===== config.mk =====
export PLATFORM = sky130hd
export DESIGN_NAME = frame_capture_gate
export DESIGN_NICKNAME = d
export VERILOG_FILES = /design/src/rtl/fcg_pkg.sv /design/src/rtl/fcg_sync_edge.sv /design/src/rtl/fcg_capture_fsm.sv /design/src/rtl/fcg_line_tally.sv /design/src/rtl/frame_capture_gate.sv
export SDC_FILE = /design/constraint.sdc
export NUM_CORES = 1
export LEC_CHECK = 0
export BUFFER_PORTS_ARGS = -buffer_cell sky130_fd_sc_hd__buf_2
export CAP_MARGIN = 10
export CORE_ASPECT_RATIO = 1.1
export CORE_MARGIN = 1
export CORE_UTILIZATION = 40
export CTS_CLUSTER_DIAMETER = 50
export DETAILED_ROUTE_END_ITERATION = 8
export GPL_TIMING_DRIVEN = 0
export SLEW_MARGIN = 20
export SYNTH_ARGS = -nofsm -noshare
export SYNTH_HDL_FRONTEND = slang
export SYNTH_SLANG_ARGS = --single-unit

===== constraint.sdc =====
create_clock -name clk -period 1.8 [get_ports clk]
set_input_delay 0.36 -clock clk [delete_from_list [all_inputs] [get_ports clk]]
set_output_delay 0.36 -clock clk [all_outputs]
set_load 0.005 [all_outputs]

===== src/rtl/fcg_pkg.sv =====
package fcg_pkg;
   typedef struct packed {
      logic wen;
      logic busy;
      logic done;
      logic pend;
   } cap_state_t;

   localparam cap_state_t CAP_IDLE = '{wen: 1'b0, busy: 1'b0, done: 1'b0, pend: 1'b0};
endpackage


===== src/rtl/fcg_sync_edge.sv =====
module fcg_sync_edge #(
   parameter int STAGES    = 2,
   parameter bit EDGE_RISE = 1'b1
) (
   input  logic clk,
   input  logic rst_n,
   input  logic async_i,
   output logic pulse_o
);
   localparam int LAST = STAGES - 1;

   if (STAGES < 2) begin : g_bad_stages
      $error("fcg_sync_edge: STAGES must be at least 2");
   end

   logic [LAST:0] chain_q;
   logic          prev_q;

   always_ff @(posedge clk or negedge rst_n) begin
      if (!rst_n) begin
         chain_q <= '0;
         prev_q  <= 1'b0;
      end else begin
         chain_q <= {chain_q[LAST-1:0], async_i};
         prev_q  <= chain_q[LAST];
      end
   end

   if (EDGE_RISE) begin : g_rise
      assign pulse_o = chain_q[LAST] & ~prev_q;
   end else begin : g_fall
      assign pulse_o = ~chain_q[LAST] & prev_q;
   end
endmodule


===== src/rtl/fcg_capture_fsm.sv =====
module fcg_capture_fsm
   import fcg_pkg::*;
(
   input  logic clk,
   input  logic rst_n,
   input  logic frame_edge_i,
   input  logic req_i,
   input  logic query_i,
   output logic wen_o,
   output logic busy_o,
   output logic done_o,
   output logic pend_o,
   output logic ack_o
);
   cap_state_t st_q, st_d;
   logic       ack_d, ack_q;

   always_comb begin
      st_d  = st_q;
      ack_d = 1'b0;
      // query reads the value held before this cycle's updates
      if (query_i && !st_q.busy) begin
         ack_d     = st_q.done;
         st_d.done = 1'b0;
      end
      if (frame_edge_i) begin
         if (st_q.pend) begin
            st_d.wen  = 1'b1;
            st_d.done = 1'b0;
            st_d.pend = 1'b0;
         end else begin
            st_d.wen = 1'b0;
            if (st_q.busy) begin
               st_d.busy = 1'b0;
               st_d.done = 1'b1;
            end
         end
      end
      // a request seen alongside an edge is kept for the next edge
      if (req_i) begin
         st_d.pend = 1'b1;
         st_d.busy = 1'b1;
      end
   end

   always_ff @(posedge clk or negedge rst_n) begin
      if (!rst_n) begin
         st_q  <= CAP_IDLE;
         ack_q <= 1'b0;
      end else begin
         st_q  <= st_d;
         ack_q <= ack_d;
      end
   end

   assign wen_o  = st_q.wen;
   assign busy_o = st_q.busy;
   assign done_o = st_q.done;
   assign pend_o = st_q.pend;
   assign ack_o  = ack_q;
endmodule


===== src/rtl/fcg_line_tally.sv =====
module fcg_line_tally #(
   parameter int LINE_W   = 10,
   parameter bit SATURATE = 1'b1
) (
   input  logic              clk,
   input  logic              rst_n,
   input  logic              line_i,
   input  logic              frame_edge_i,
   output logic [LINE_W-1:0] last_o
);
   localparam logic [LINE_W-1:0] CNT_MAX = {LINE_W{1'b1}};

   if (LINE_W < 1) begin : g_bad_width
      $error("fcg_line_tally: LINE_W must be positive");
   end

   logic [LINE_W-1:0] cnt_q, cnt_inc, last_q;

   if (SATURATE) begin : g_sat
      assign cnt_inc = (cnt_q == CNT_MAX) ? cnt_q : cnt_q + 1'b1;
   end else begin : g_wrap
      assign cnt_inc = cnt_q + 1'b1;
   end

   always_ff @(posedge clk or negedge rst_n) begin
      if (!rst_n) begin
         cnt_q  <= '0;
         last_q <= '0;
      end else if (frame_edge_i) begin
         last_q <= cnt_q;
         cnt_q  <= '0;
      end else if (line_i) begin
         cnt_q <= cnt_inc;
      end
   end

   assign last_o = last_q;
endmodule


===== src/rtl/frame_capture_gate.sv =====
module frame_capture_gate #(
   parameter int LINE_W      = 10,
   parameter int SYNC_STAGES = 2,
   parameter bit SATURATE    = 1'b1
) (
   input  logic              clk,
   input  logic              rst_n,
   input  logic              fsync_i,
   input  logic              lval_i,
   input  logic              req_i,
   input  logic              query_i,
   output logic              wr_en_o,
   output logic              busy_o,
   output logic              done_o,
   output logic              query_ack_o,
   output logic [LINE_W-1:0] last_lines_o
);
   logic fs_fall;
   logic lv_rise;
   logic pend_w;

   fcg_sync_edge #(.STAGES(SYNC_STAGES), .EDGE_RISE(1'b0)) u_fs_edge (
      .clk(clk), .rst_n(rst_n), .async_i(fsync_i), .pulse_o(fs_fall)
   );

   fcg_sync_edge #(.STAGES(SYNC_STAGES), .EDGE_RISE(1'b1)) u_lv_edge (
      .clk(clk), .rst_n(rst_n), .async_i(lval_i), .pulse_o(lv_rise)
   );

   fcg_capture_fsm u_fsm (
      .clk(clk), .rst_n(rst_n), .frame_edge_i(fs_fall), .req_i(req_i),
      .query_i(query_i), .wen_o(wr_en_o), .busy_o(busy_o), .done_o(done_o),
      .pend_o(pend_w), .ack_o(query_ack_o)
   );

   fcg_line_tally #(.LINE_W(LINE_W), .SATURATE(SATURATE)) u_tally (
      .clk(clk), .rst_n(rst_n), .line_i(lv_rise), .frame_edge_i(fs_fall),
      .last_o(last_lines_o)
   );
endmodule


Word level (Yosys, flattened, before mapping). Index checks and enable logic that the tools add are counted.

Register bits after elaboration: 31. Logic and storage cells: 37. Bits of input ports: 6.

Reductions and logical operators: 6. Bitwise gates (word level): 4. Equal/unequal tests: 3. Mux-type cells: 12. $add $sub $neg: 1.

Operators with widths (number): 2-to-1 mux 10 bit (3); adder 10 x 1 -> 10 bit, second input constant (1); == test 10 bit, second input constant (1); 2-to-1 mux 1 bit (8); != test 2 bit, second input constant (2); AND reduction 2 bit (2); nonzero test 2 bit (2); 2-to-1 mux 3 bit (1); AND 1 bit (2); NOT 1 bit (2); logical AND 1 bit (1); zero test 1 bit (1).

Depth between registers and ports, before layout. Gate-level depths: netlist of run 1.

Depth after elaboration: 7. Depth in mapped cells: 5. Depth with buffers taken out: 5.

Modules after synthesis. A second synthesis of run 1 with hierarchy kept.

Cells, all modules: 109. Area total of the unflattened synthesis: 1356.3 um^2.

Modules (own cells, without submodules): fcg_line_tally (cells each 85, area an instance 991.0 um^2, instances 1); fcg_capture_fsm (cells each 16, area an instance 187.7 um^2, instances 1); fcg_sync_edge (cells each 4, area an instance 88.8 um^2, instances 2).

Least setup slack after synthesis of run 1. No wires, ideal clock.

Kind: reg2reg. Start: register u_tally.cnt_q[0]. End: register u_tally.cnt_q[1]. Period minus slack after synthesis: 1460 ps. Library setup time: 121 ps. Slack: 340 ps. Stages on the path, launching flop included: 6. Data required time: 1679 ps. Path buffers: 0. Arrival: 1339 ps. Path through: dfrtp_1 > ha_1 > and3_4 > a311oi_4 > mux2i_1 > nor2_1.

Longest elaborated chain between the ends: 4. Elaborated cells on any way between the ends: 7. Classes of those cells: add/sub: 1; eq/ne: 2; mux: 3; reduce/logical: 1.

Ends and longest elaborated chain: start, declared (RTL line fcg_line_tally.sv:17) `logic [LINE_W-1:0] cnt_q, cnt_inc, last_q;`; start signal, assigned (RTL line fcg_line_tally.sv:33) `cnt_q <= cnt_inc;`; adder 10 x 1 -> 10 bit (RTL line fcg_line_tally.sv:20) `assign cnt_inc = (cnt_q == CNT_MAX) ? cnt_q : cnt_q + 1'b1;`; 2-to-1 mux 10 bit (RTL line fcg_line_tally.sv:20); 2-to-1 mux 10 bit (RTL line fcg_line_tally.sv:32) `end else if (line_i) begin`; 2-to-1 mux 10 bit (RTL line fcg_line_tally.sv:29) `end else if (frame_edge_i) begin`.

Several ways; a longest one is shown, not always the timed one. The select of a mux whose other input is x is not followed. A chain may end at the register's enable or synchronous reset.

Worst setup path in the final report of run 1. Ends and elaborated chain as after synthesis.

==> reports/qor.csv, run 1 <==
metric,value,unit
outcome,finished clean,
ir_drop,0.592,mV
crit_arrival,1780,ps
grt_pass1_wl,3590,um
yosys.area.top_type_share,60.6,%
ctsResizeCount,0,
fp.dieW,55.9,um
cts_made_buffers,5,
cts_post_setup_buffers_inserted,0,
track_usage,14.7,%
via_count,905,
met3_usage,6.30,%
postRouteAntennaNets,0,
hpwlAfterDp,1510,um
routedWlPerCell,11.7,um
synth_top_area_cell,dfrtp_1,
async_flop_share,100,%
tightest_slew,660,ps
drt_iter0_markers,24,
busiest_layer,met2,
hp-class,input pin to async pin,
hold_buffers,0,
yosysMostFrequentCell,nand2_1,
final.setup.tns,0,ps
netlist_area,0.00128,mm^2
viasPerCell,4.95,
start_util,42.0,%
max_cap_viol_count,0,
drive_gt1_share,20.8,%
yosys-top-cells-count,"32 x nand2_1, 31 x dfrtp_1, 9 x nor2_1",
yosysSeqAreaShare,60.6,%
fin_hold_ws,56.2,ps
portBuffers,19,
grt_max_degree,32,
grt_pass1_vias,828,
fin_crit,1580,ps
io_pins,20,
finalCritPeriodShare,87.5,%
synth_seq_cells,31,
gr-total-overflow,0,
worstSetupStartpointType,flop,
gp_congestion,0.776,
met1_usage,16.1,%
crit_type,flop to flop,
grt_util_met2,24.6,%
crit_required,2010,ps
rows,21,
slew-limit-headroom,56.0,%
yosysWarnings,0,
crit_path_max_fanout,5,
antenna_found_initial,0,
totalWireLength,2130,um
syn2layout_area_growth,14.7,%
clk_latency,320,ps
drv_slew,0,
clk_pin_slew_worst_paths,90,ps
p_per_area,849,mW/mm^2
synth_edf_count,0,
setup_viol,0,
synthCells,122,
total_leakage_power,0.000739,uW
root_buffer,clkbuf_4,
synth_cell_type_count,31,
cts_tree,built,
die_h,61.3,um
final_nets,155,
cts.sinks,31,
rsz0062_at_grt,no,
synth_nets,129,
num_antenna_cells,0,
coreArea,0.00305,mm^2
avgSynthCellArea,10.5,um^2
total_power,1250,uW
htree_num_levels,2,
synth_area_leaders,"dfrtp_1 61%, nand2_1 9.4%, nor2_1 2.6%",
clockBufferDepth,2,
setup_ws,224,ps
synthFlopType,dfrtp_1,
critPathCaptureType,flop,
remaining_drc_errors,0,
fin_skew,6.67,ps
hold_viol_final,0,
dieArea,0.00343,mm^2
firstDrtPassIters,4,
fmax,0.635,GHz
place_ws,220,ps
-- where the power goes --
| group | total [uW] | switching, uW | internal, uW |
|---|---|---|---|
| sequential | 771 | 33.3 | 738 |
| clock | 363 | 212 | 152 |
| combinational | 112 | 63.1 | 48.8 |
-- flip-flops by register name, summed over array words and instances (netlist names), 2 cells and up --
| signal | count |
|---|---|
| u_lv_edge.chain_q | 2 |
| u_fs_edge.chain_q | 2 |
| u_tally.cnt_q | 10 |
| u_tally.last_o | 10 |
-- layer usage --
layer | vias to the layer above | part of all wire (%)
li1 | 466 | -
met1 | 418 | 48
met2 | 17 | 45
met3 | 4 | 4.3
met4 | 0 | 2.5
met5 | - | 0
-- logic make-up after synthesis --
group | synth area share, %
mux | 0.782
simple gates | 22.5
flops | 60.6
compound gates | 10.4
xor+xnor | 2.05
buf+inv | 2.74
fa+ha+maj | 0.977
-- final timing paths --
check	startpoint	cells past startpoint	slack (ps)	endpoint
setup / recovery	u_tally.cnt_q[0]$_DFFE_PN0P_	5	220	u_tally.cnt_q[1]$_DFFE_PN0P_
hold / removal	rst_n	1	60	u_fsm.ack_o$_DFF_PN0_
setup reg to reg	u_tally.cnt_q[0]$_DFFE_PN0P_	5	220	u_tally.cnt_q[1]$_DFFE_PN0P_
hold reg to reg	u_fs_edge.chain_q[0]$_DFF_PN0_	0	350	u_fs_edge.chain_q[1]$_DFF_PN0_
max in group asynchronous	rst_n	1	1310	u_tally.cnt_q[1]$_DFFE_PN0P_
min in group clk	fsync_i	1	140	u_fs_edge.chain_q[0]$_DFF_PN0_
-- worst max-delay path: stages (launching register included) --
cell      delay, ps
dfrtp_1         430
ha_1            220
and3_4          180
a311oi_4        350
mux2i_1         230
nor2_1           60
-- final cells by class --
class / count / area [um^2]
Fill cell: 298 / 1580
Sequential cell: 31 / 776
Multi-Input combinational cell: 84 / 469
Timing Repair Buffer: 19 / 95.1
Clock buffer: 7 / 45.0
Tap cell: 34 / 42.5
Buffer: 4 / 23.8
Inverter: 3 / 11.3
Clock inverter: 1 / 5.00
-- through the flow --
stage               utilization [%]  area, um^2  cells
detailed placement             46.5        1420    175
floorplan                         -        1280    122
global placement               46.5        1420    175
CTS                            48.2        1470    183
global route                   48.2        1470    183
finish                         48.2        1470    183
-- cell usage in the layout (no fill, tap or decap), types with 2 or more instances in the layout --
cell       n
nand2b_1   2
o21ai_1    3
clkbuf_4   5
and3_1     2
xnor2_1    3
buf_2     20
a31oi_1    3
inv_1      3
dfrtp_1   31
nor3_1     2
o21ai_0    3
nor2_1     9
a21oi_1    6
nand3_1    4
nand2_1   32
clkbuf_1   4
No activity file was read; power rests on OpenSTA's default activity.
==> inputs of run 2 (changes only) <==
--- a/config.mk
+++ b/config.mk
@@ -9,7 +9,7 @@
 export CAP_MARGIN = 10
 export CORE_ASPECT_RATIO = 1.1
 export CORE_MARGIN = 1
-export CORE_UTILIZATION = 40
+export CORE_UTILIZATION = 30
 export CTS_CLUSTER_DIAMETER = 50
 export DETAILED_ROUTE_END_ITERATION = 8
 export GPL_TIMING_DRIVEN = 0
==> run 2 against run 1 <==
  * Critical path depth did not move
  * Cell area rose by 6.1%
  * Die area rose by 32%
  * First-iteration DRC count rose by 54%
  * Flip-flop and latch count did not move
  * Critical path type unchanged
==> reports/qor.csv, run 2 (synthesized netlist as in run 1, its figures left out) <==
metric,value,unit
hold_viol_final,0,
syn2layout_area_growth,21.7,%
fp.dieW,64.3,um
total_leakage_power,0.000771,uW
rr_worst_depth,5,
antenna_found_initial,0,
viasPerCell,4.65,
crit_type,flop to flop,
ff_latch_area,776,um^2
cts.sinks,31,
routedWlPerCell,11.8,um
drv_slew,0,
drive_gt1_share,22.1,%
num_antenna_cells,0,
final_common_cell,nand2_1,
hpwlAfterDp,1620,um
root_buffer,clkbuf_8,
clockBufferDepth,2,
finalCritPeriodShare,87.2,%
io_pins,20,
fillers,420,
drt_iter0_markers,37,
coreArea,0.00402,mm^2
tightest_slew,699,ps
crit_required,1960,ps
hp-class,input pin to async pin,
via_count,935,
firstDrtPassIters,4,
final_cell_mix,"32 x nand2_1, 31 x dfrtp_1, 20 x buf_2",
final.setup.tns,0,ps
cts_post_setup_buffers_inserted,0,
crit_path_max_fanout,5,
worstSetupStartpointType,flop,
utilization,38.7,%
rrSetupSlack,230,ps
track_usage,12.0,%
final_nets,155,
outcome,finished clean,
grt_pass1_wl,3970,um
ctsResizeCount,0,
fin_skew,6.92,ps
cts_made_buffers,5,
postRouteAntennaNets,0,
p_per_area,1020,mW/mm^2
clk_pin_slew_worst_paths,70,ps
remaining_drc_errors,0,
totalWireLength,2370,um
grt_max_degree,32,
crit_arrival,1730,ps
ir_drop,0.445,mV
cts_tree,built,
hold_buffers,0,
htree_num_levels,2,
die_h,70.5,um
fin_crit,1570,ps
place_ws,244,ps
clk_latency,280,ps
gp_congestion,0.877,
max_cap_viol_count,0,
r2r_end,u_tally.cnt_q[1]$_DFFE_PN0P_,
gr-total-overflow,0,
critPathCaptureType,flop,
portBuffers,19,
dieArea,0.00453,mm^2
rows,24,
slew-limit-headroom,53.4,%
rsz0062_at_grt,no,
fmax,0.637,GHz
grt_pass1_vias,889,
multiInputGateArea,469,um^2
r2r-start,u_tally.cnt_q[0]$_DFFE_PN0P_,
setup_ws,231,ps
start_util,31.8,%
total_power,1590,uW
setup_viol,0,
==> run 2: metal layers <==
layer	track usage [%]	wire [um]	vias to the layer above
met3	4.58	100	5
li1	-	-	466
met1	13.7	1080	445
met5	0	0	-
met2	18.6	1130	19
met4	7.65	59	0
==> run 2: worst max path at each step <==
stage,from,endpoint,slack (ps)
after global routing,u_tally.cnt_q[0]$_DFFE_PN0P_,u_tally.cnt_q[1]$_DFFE_PN0P_,160
after global placement,u_tally.cnt_q[0]$_DFFE_PN0P_,u_tally.cnt_q[1]$_DFFE_PN0P_,260
after detailed placement,u_tally.cnt_q[0]$_DFFE_PN0P_,u_tally.cnt_q[1]$_DFFE_PN0P_,240
final,u_tally.cnt_q[0]$_DFFE_PN0P_,u_tally.cnt_q[1]$_DFFE_PN0P_,230
after CTS,u_tally.cnt_q[0]$_DFFE_PN0P_,u_tally.cnt_q[1]$_DFFE_PN0P_,230
after floorplan,u_tally.cnt_q[0]$_DFFE_PN0P_,u_tally.cnt_q[1]$_DFFE_PN0P_,340
==> run 2: where the power goes <==
| part | switching [uW] | total, uW | leakage, uW | internal (uW) |
|---|---|---|---|---|
| sequential | 33.2 | 772 | 0.000402 | 739 |
| combinational | 66.0 | 115 | 0.000308 | 48.9 |
| clock | 252 | 700 | 0.0000612 | 447 |
==> run 2: layout make-up <==
cell class / count / share of cell area [%]
Inverter: 3 / 0.723
Timing Repair Buffer: 19 / 6.10
Buffer: 4 / 1.53
Multi-Input combinational cell: 84 / 30.1
Clock inverter: 2 / 2.25
Sequential cell: 31 / 49.8
Tap cell: 52 / 4.18
Clock buffer: 6 / 5.30
==> run 2: critical path, cell delays in order, from the launching register on <==
cell	delay, ps
dfrtp_1	420
ha_1	230
and3_4	190
a311oi_4	340
mux2i_1	220
nor2_1	60
==> run 2: per-stage QoR <==
stage	cell area, um^2	hold WS, ps	cells
2_1_floorplan	1280	64.4	122
3_5_place_dp	1440	335	193
3_3_place_gp	1440	332	193
4_1_cts	1560	141	201
5_1_grt	1560	173	201
6_report	1560	121	201
==> inputs of run 3 (changes only) <==
--- a/config.mk
+++ b/config.mk
@@ -13,6 +13,8 @@
 export CTS_CLUSTER_DIAMETER = 50
 export DETAILED_ROUTE_END_ITERATION = 8
 export GPL_TIMING_DRIVEN = 0
+export RECOVER_POWER = 50
+export SETUP_SLACK_MARGIN = 0.3
 export SLEW_MARGIN = 20
 export SYNTH_ARGS = -nofsm -noshare
 export SYNTH_HDL_FRONTEND = slang
==> run 3 against run 2 <==
  * Maximum frequency is 6.3% higher
  * Count of clock-buffer cells in the layout stayed put
  * Sequential share of layout area shrank 1.7 points
  * Flip-flop and latch count stayed put
  * Cell count is 3.5% higher
  * Critical endpoint unchanged
  * Worst setup slack improved by 93 ps
  * Total power rose by 1.2%
  * Cell area up 3.7%
  * Critical path type unchanged
  * First-iteration DRC count up 19%
==> reports/qor.csv, run 3 (synthesized netlist as in run 1, its figures left out) <==
metric,value,unit
p_int,1250,uW
finalCritPeriodShare,82.0,%
clk_latency,280,ps
hold_viol_final,0,
fin_skew,7.74,ps
setup_viol,0,
crit_type,flop to flop,
ir_drop,0.445,mV
hp-class,input pin to async pin,
fin_hold_ws,144,ps
coreArea,0.00402,mm^2
switching_share,22.1,%
cts_tree,built,
htree_num_levels,2,
clk_pin_slew_worst_paths,70,ps
crit_path_max_fanout,4,
postRouteAntennaNets,0,
multiInputGateArea,472,um^2
grt_pass1_vias,909,
cts_made_buffers,5,
fin_cells,208,
track_usage,12.1,%
grt_pass1_wl,4020,um
power.share.sequential,47.7,%
outcome,finished clean,
die_h,70.5,um
remaining_drc_errors,0,
syn2layout_area_growth,26.2,%
slew-limit-headroom,48.5,%
drv_slew,0,
fillers,413,
final_cell_mix,"32 x nand2_1, 30 x dfrtp_1, 19 x buf_2",
num_antenna_cells,0,
p_sw,355,uW
critPathCaptureType,flop,
max_cap_viol_count,0,
rsz0062_at_grt,yes,
clockBufferDepth,2,
fmax,0.678,GHz
crit_required,1960,ps
hpwlAfterDp,1620,um
viasPerCell,4.72,
final_nets,162,
firstDrtPassIters,4,
setup_ws,324,ps
root_buffer,clkbuf_8,
fp.dieW,64.3,um
p_per_area,994,mW/mm^2
io_pins,20,
rows,24,
tightest_slew,772,ps
via_count,982,
routedWlPerCell,12.1,um
worstSetupStartpointType,flop,
pwr-share-comb,8.7,%
grt_max_degree,32,
clkPwrFrac,43.6,%
totalWireLength,2510,um
place_ws,244,ps
drt_iter0_markers,44,
cts.sinks,31,
fin_crit,1480,ps
total_power,1600,uW
drive_gt1_share,27.6,%
total_leakage_power,0.000808,uW
crit_arrival,1630,ps
final_common_cell,nand2_1,
ff_latch_area,777,um^2
start_util,31.8,%
gp_congestion,0.877,
placed_cells,193,
antenna_found_initial,0,
portBuffers,19,
gr-total-overflow,0,
dieArea,0.00453,mm^2
final.setup.tns,0,ps
run 3: changes by cell type in the layout (fill, tap and decap cells not counted), sizes merged:
cell / delta
clkbuf: +1
buf: +6
run 3: what timing repair did:
item / 4_1_cts / 5_1_grt
setup endpoints to repair: 3 / 7
gates resized for setup: 0 / 4
pin swaps: 1 / 2
hold buffers: 0 / 0
setup buffers: 2 / 5
run 3: cell type report:
class                      count  area share (%)
multi-input combinational     84            29.2
clock buffer                   6            5.11
inverter                       3           0.697
sequential                    31            48.1
clock inverter                 2            2.17
tap                           52            4.03
buffer                         4            1.55
timing repair buffer          26            9.14
run 3: critical path, stage by stage, from the launching register on:
cell	delay (ps)
dfrtp_1	380
ha_2	190
and3_4	170
a311oi_4	340
mux2i_1	220
nor2_1	60
run 3: power groups by stage:
stage,sequential (uW),combinational [uW],clock (uW)
floorplan,781,60.7,0
global placement,783,114,0
detailed placement,785,117,0
CTS,766,142,718
global route,771,161,749
finish,766,139,700
run 3: final timing paths:
| kind | endpoint | slack (ps) | startpoint | cells after the start |
|---|---|---|---|---|
| setup / recovery | u_tally.cnt_q[1]$_DFFE_PN0P_ | 320 | u_tally.cnt_q[0]$_DFFE_PN0P_ | 5 |
| hold / removal | u_lv_edge.prev_q$_DFF_PN0_ | 140 | rst_n | 1 |
| setup reg to reg | u_tally.cnt_q[1]$_DFFE_PN0P_ | 320 | u_tally.cnt_q[0]$_DFFE_PN0P_ | 5 |
| hold reg to reg | u_lv_edge.chain_q[1]$_DFF_PN0_ | 350 | u_lv_edge.chain_q[0]$_DFF_PN0_ | 0 |
| max in group asynchronous | u_tally.cnt_q[5]$_DFFE_PN0P_ | 1120 | rst_n | 1 |
| min in group clk | u_fs_edge.chain_q[0]$_DFF_PN0_ | 190 | fsync_i | 1 |
run 3: routing by layer:
layer	vias to the layer above	share of wire (%)	track usage (%)
met2	21	49	18.9
met5	-	0	0
met4	0	2.3	7.65
met1	475	44	13.7
li1	481	-	-
met3	5	4.3	4.58
run 3: per-stage QoR:
stage / util (%) / cell area, um^2
finish: 40.1 / 1620
global route: 40.1 / 1620
CTS: 39.1 / 1570
detailed placement: 35.8 / 1440
global placement: 35.8 / 1440
floorplan: - / 1280
